**config.mk**
```make
export PLATFORM = sky130hd
export DESIGN_NAME = sc_stream_alu
export DESIGN_NICKNAME = d
export VERILOG_FILES = /design/src/rtl/sc_alu_pkg.sv /design/src/rtl/sc_delay_elem.sv /design/src/rtl/sc_toggle_elem.sv /design/src/rtl/sc_op_core.sv /design/src/rtl/sc_stream_alu.sv
export SDC_FILE = /design/constraint.sdc
export NUM_CORES = 1
export LEC_CHECK = 0
export ABC_AREA = 0
export BUFFER_PORTS_ARGS = -buffer_cell sky130_fd_sc_hd__buf_4
export CAP_MARGIN = 30
export CORE_AREA = 4 4 41 43
export DETAILED_ROUTE_END_ITERATION = 16
export DIE_AREA = 0 0 45 47
export MAX_ROUTING_LAYER = met4
export PLACE_DENSITY = 0.46
export REMOVE_ABC_BUFFERS = 1
export SYNTH_ARGS = -nofsm -noshare
export SYNTH_HDL_FRONTEND = slang
export SYNTH_SLANG_ARGS = --single-unit
```
**constraint.sdc**
```tcl
create_clock -name clk -period 3.1 [get_ports clk]
set_clock_uncertainty 0.1 [all_clocks]
set_input_delay 0 -clock clk [delete_from_list [all_inputs] [get_ports clk]]
set_output_delay 0 -clock clk [all_outputs]
set_load 0.05 [all_outputs]
```
**src/rtl/sc_alu_pkg.sv**
```systemverilog
package sc_alu_pkg;

  typedef enum logic [1:0] {
    OP_MUL   = 2'b00,
    OP_SADD  = 2'b01,
    OP_ADIFF = 2'b10,
    OP_HALF  = 2'b11
  } sc_op_e;

  function automatic logic f_and(input logic a, input logic b);
    return a & b;
  endfunction

  function automatic logic f_pick(input logic sel, input logic when_one, input logic when_zero);
    return sel ? when_one : when_zero;
  endfunction

  function automatic logic f_xor(input logic a, input logic b);
    return a ^ b;
  endfunction

endpackage

```
**src/rtl/sc_delay_elem.sv**
```systemverilog
module sc_delay_elem #(
  parameter int DEPTH = 1
) (
  input  logic clk,
  input  logic rst_n,
  input  logic en,
  input  logic d_in,
  output logic d_out
);
  logic [DEPTH-1:0] sr;

  generate
    if (DEPTH == 1) begin : g_single
      always_ff @(posedge clk or negedge rst_n) begin
        if (!rst_n)  sr <= '0;
        else if (en) sr <= d_in;
      end
    end else begin : g_chain
      always_ff @(posedge clk or negedge rst_n) begin
        if (!rst_n)  sr <= '0;
        else if (en) sr <= {sr[DEPTH-2:0], d_in};
      end
    end
  endgenerate

  assign d_out = sr[DEPTH-1];
endmodule

```
**src/rtl/sc_toggle_elem.sv**
```systemverilog
module sc_toggle_elem (
  input  logic clk,
  input  logic rst_n,
  input  logic en,
  input  logic t_in,
  output logic t_q
);
  always_ff @(posedge clk or negedge rst_n) begin
    if (!rst_n)  t_q <= 1'b0;
    else if (en) t_q <= t_q ^ t_in;
  end
endmodule

```
**src/rtl/sc_op_core.sv**
```systemverilog
module sc_op_core
  import sc_alu_pkg::*;
(
  input  sc_op_e op,
  input  logic   x,
  input  logic   y,
  input  logic   aux,
  input  logic   iso,
  input  logic   tog,
  output logic   z,
  output logic   tog_src
);
  always_comb begin
    z       = 1'b0;
    tog_src = 1'b0;
    unique case (op)
      OP_MUL:   z = f_and(x, iso);
      OP_SADD: begin
        z       = f_pick(tog, x, y);
        tog_src = aux;
      end
      OP_ADIFF: z = f_xor(x, y);
      OP_HALF: begin
        z       = f_and(x, tog);
        tog_src = x;
      end
      default:  z = 1'b0;
    endcase
  end
endmodule

```
**src/rtl/sc_stream_alu.sv**
```systemverilog
module sc_stream_alu
  import sc_alu_pkg::*;
#(
  parameter int ISO_DEPTH = 1
) (
  input  logic       clk,
  input  logic       rst_n,
  input  logic       in_vld,
  input  logic       x_bit,
  input  logic       y_bit,
  input  logic       aux_bit,
  input  logic [1:0] op_sel,
  output logic       z_bit,
  output logic       z_vld
);
  sc_op_e op_q;
  logic   iso_q;
  logic   tog_q;
  logic   tog_src;
  logic   z_next;

  // Operation is sampled only while reset is held.
  always_ff @(posedge clk) begin
    if (!rst_n) op_q <= sc_op_e'(op_sel);
  end

  sc_delay_elem #(.DEPTH(ISO_DEPTH)) u_iso (
    .clk(clk), .rst_n(rst_n), .en(in_vld), .d_in(y_bit), .d_out(iso_q)
  );

  sc_toggle_elem u_tog (
    .clk(clk), .rst_n(rst_n), .en(in_vld), .t_in(tog_src), .t_q(tog_q)
  );

  sc_op_core u_core (
    .op(op_q), .x(x_bit), .y(y_bit), .aux(aux_bit),
    .iso(iso_q), .tog(tog_q), .z(z_next), .tog_src(tog_src)
  );

  always_ff @(posedge clk or negedge rst_n) begin
    if (!rst_n) begin
      z_bit <= 1'b0;
      z_vld <= 1'b0;
    end else begin
      z_bit <= in_vld & z_next;
      z_vld <= in_vld;
    end
  end
endmodule

```
==> flow_metrics.tcl <==
set metrics [dict create \
    run_status "complete, no violations" \
    drv_slew 0 \
    initial_utilization_pct 24.8 \
    die-area_um2 2120 \
    die_w_um 45 \
    period_share_pct 45.3 \
    worst_pin_slew_ns 0.204 \
    ctsRootBufferMaster "clkbuf_4" \
    antenna_found_initial 0 \
    place.gp.congestion 0.619 \
    grt_pass1_wl_um 1130 \
    ctsLongestPathBuffers 2 \
    dr_total_vias 241 \
    startpoint "op_q[0]" \
    comb_power_share_pct 25.6 \
    routed_wl_um 616 \
    syn-cell-area_um2 323 \
    r2r_start "op_q[0]" \
    nFillCells 136 \
    hold_start "aux_bit" \
    drc_errors 0 \
    antenna_cells 0 \
    grt_max_degree 5 \
    htree_levels 1 \
    core_area_um2 1300 \
    report.final.hold_viol_count 0 \
    p_per_area_nw_per_um2 489 \
    cp.depth 4 \
    finalSetupViolations 0 \
    nets 58 \
    rsz0062_at_grt "no" \
    drive_gt1_share_pct 35.6 \
    critical_path.max_fanout 4 \
    overflow 0 \
    critPathKind "flip-flop to flip-flop" \
    switching_share_pct 27.2 \
    antenna_left 0 \
    max_cap_violations 0 \
    clock.fmax_mhz 712 \
    critPathRequiredTime_ns 3.14 \
    critPathLaunchType "flip-flop" \
    crit_path_end_kind "flip-flop" \
    slowest_stage "edfxtp_1" \
    synth_top_area_cell "dfrtp_1" \
    rr_worst_depth 4 \
    worst-path-buf-inv 0 \
    switchingPower_mw 0.0672 \
    ys_ff_latch 6 \
    drt_pass1_iterations 2 \
    synth.distinct_cells 12 \
    synth_seq_area_share_pct 49.6 \
    min_period_ns 1.40 \
    ys_warn_count 0 \
    internal-power_mw 0.180 \
    grt.total_usage_pct 8.46 \
    synth_top_area_share_pct 31.0 \
    ioPinCount 10 \
    clkSlewWorstSetupHoldPaths_ns 0.05 \
    fp.dieH_um 47 \
    drt_iter0_markers 3 \
    p_clk_share_pct 31.4 \
    tns_ns 0 \
    cp_top_family "flip-flops" \
    grt_pass1_vias 280 \
    floorplan.rows 13 \
    vdd_drop_max_mv 0.245 \
    dpl.hpwl_um 451 \
    synthCells 25 \
    wl_per_cell_um 10.3 \
    avgSynthCellArea_um2 12.9 \
    synthToLayoutAreaGrowth_pct 56.6 \
    slew_headroom_pct 86.3 \
    cts_setup_buffers 0 \
    multiInputGateArea_um2 148 \
    cts_tree "yes" \
    slowest_delay_ns 0.43 \
    hold_path_class "primary input to flip-flop" \
    cp_cell_sequence "ha_1 -> mux2_2 -> nand2_1 -> a211oi_1" \
    cts_sinks 6 \
    fin_cells 60 \
    p_leak_nw 0.245 \
    seq_power_share_pct 43.0 \
    insertion_delay_ns 0.25 \
    io_buffers 9 \
    synth.area.top_cells "dfrtp_1, edfxtp_1, ha_1" \
    numCtsBuffers 3 \
    dp.cells 49 \
    final-seq-area_um2 160 \
    worst_ep_arrival_time_ns 1.45 \
    via_per_inst 4.02 \
    hold_depth 4 \
]
## flip-flops by register name (all words and copies together) (netlist names)
register	flops
u_iso.d_out	1
u_tog.t_q	1
op_q	2
z_bit	1
z_vld	1
## final cells by class
cell class | instances | share of cell area (%)
sequential | 6 | 31.7
multi-input combinational | 15 | 29.2
timing repair buffer | 16 | 27.2
clock buffer | 4 | 5.20
tap | 15 | 3.71
inverter | 4 | 2.97
## power groups by stage
stage,Combinational (mW),Sequential (mW),Clock (mW)
after floorplan,0.0311,0.114,0
after global placement,0.0573,0.107,0
after detailed placement,0.0572,0.108,0
after CTS,0.0645,0.107,0.0835
after global routing,0.0701,0.109,0.0916
final,0.0633,0.106,0.0776
## cell usage after synthesis, drive strengths merged
cell    number
edfxtp       2
a211oi       1
mux2         3
inv          4
ha           4
xor2         2
nand2        2
o211ai       1
dfrtp        4
a221oi       1
a21oi        1
## routing by layer
metal | vias to the layer above | routed length (um) | global-route usage (%)
met4 | 0 | 9 | 5.26
met5 | - | 0 | -
met1 | 104 | 244 | 7.89
li1 | 124 | - | -
met3 | 2 | 61 | 4.60
met2 | 11 | 299 | 13.6
## cells in the final DEF, fill, tap and decap left out, drive strengths merged
cell	instances
a211oi	1
xor2	2
clkbuf	4
buf	9
dlygate4sd3	7
o211ai	1
a21oi	1
dfrtp	4
mux2	3
a221oi	1
ha	4
inv	4
nand2	2
edfxtp	2
## kinds of logic after synthesis
kind of cell / Yosys count / synth area share (%)
AO/OA/AOI/OAI: 4 / 10.9
XOR/XNOR: 2 / 5.43
adder cells (fa/ha/maj): 4 / 15.5
buffers and inverters: 4 / 4.65
flip-flops: 6 / 49.6
multiplexers: 3 / 11.6
AND/OR/NAND/NOR: 2 / 2.33
## worst min-delay path: cells and delay by family
kind	cells	cell delay, ns
AOI/OAI and AO/OA	2	0.16
xor gates and xnor gates	1	0.13
buffers and inverters	1	0.11
## final timing paths
| path | to | slack [ns] |
|---|---|---|
| hold / removal | u_tog.t_q | 0.1 |
| hold reg to reg | u_tog.t_q | 0.42 |
| setup reg to reg | z_bit | 1.70 |
| min in group asynchronous | z_vld | 0.56 |
| max in group asynchronous | u_iso.d_out | 2.17 |
| setup / recovery | z_bit | 1.70 |
## metrics by stage
step / power, mW / instance area [um2] / utilization, % / hold slack, ns / setup WS (ns)
floorplan: 0.145 / 323 / - / -0.396 / 1.80
global placement: 0.164 / 409 / 31.4 / -0.299 / 1.69
detailed placement: 0.165 / 409 / 31.4 / -0.298 / 1.72
CTS: 0.255 / 505 / 38.8 / 0.104 / 1.67
global route: 0.271 / 505 / 38.8 / 0.137 / 1.58
finish: 0.247 / 505 / 38.8 / 0.0997 / 1.70
## timing repair
action / in CTS / in global routing
hold buffers: 7 / 0
resized for setup: 0 / 0
hold endpoints to repair: 11 / 0
Power figures use the tool's default switching activity.
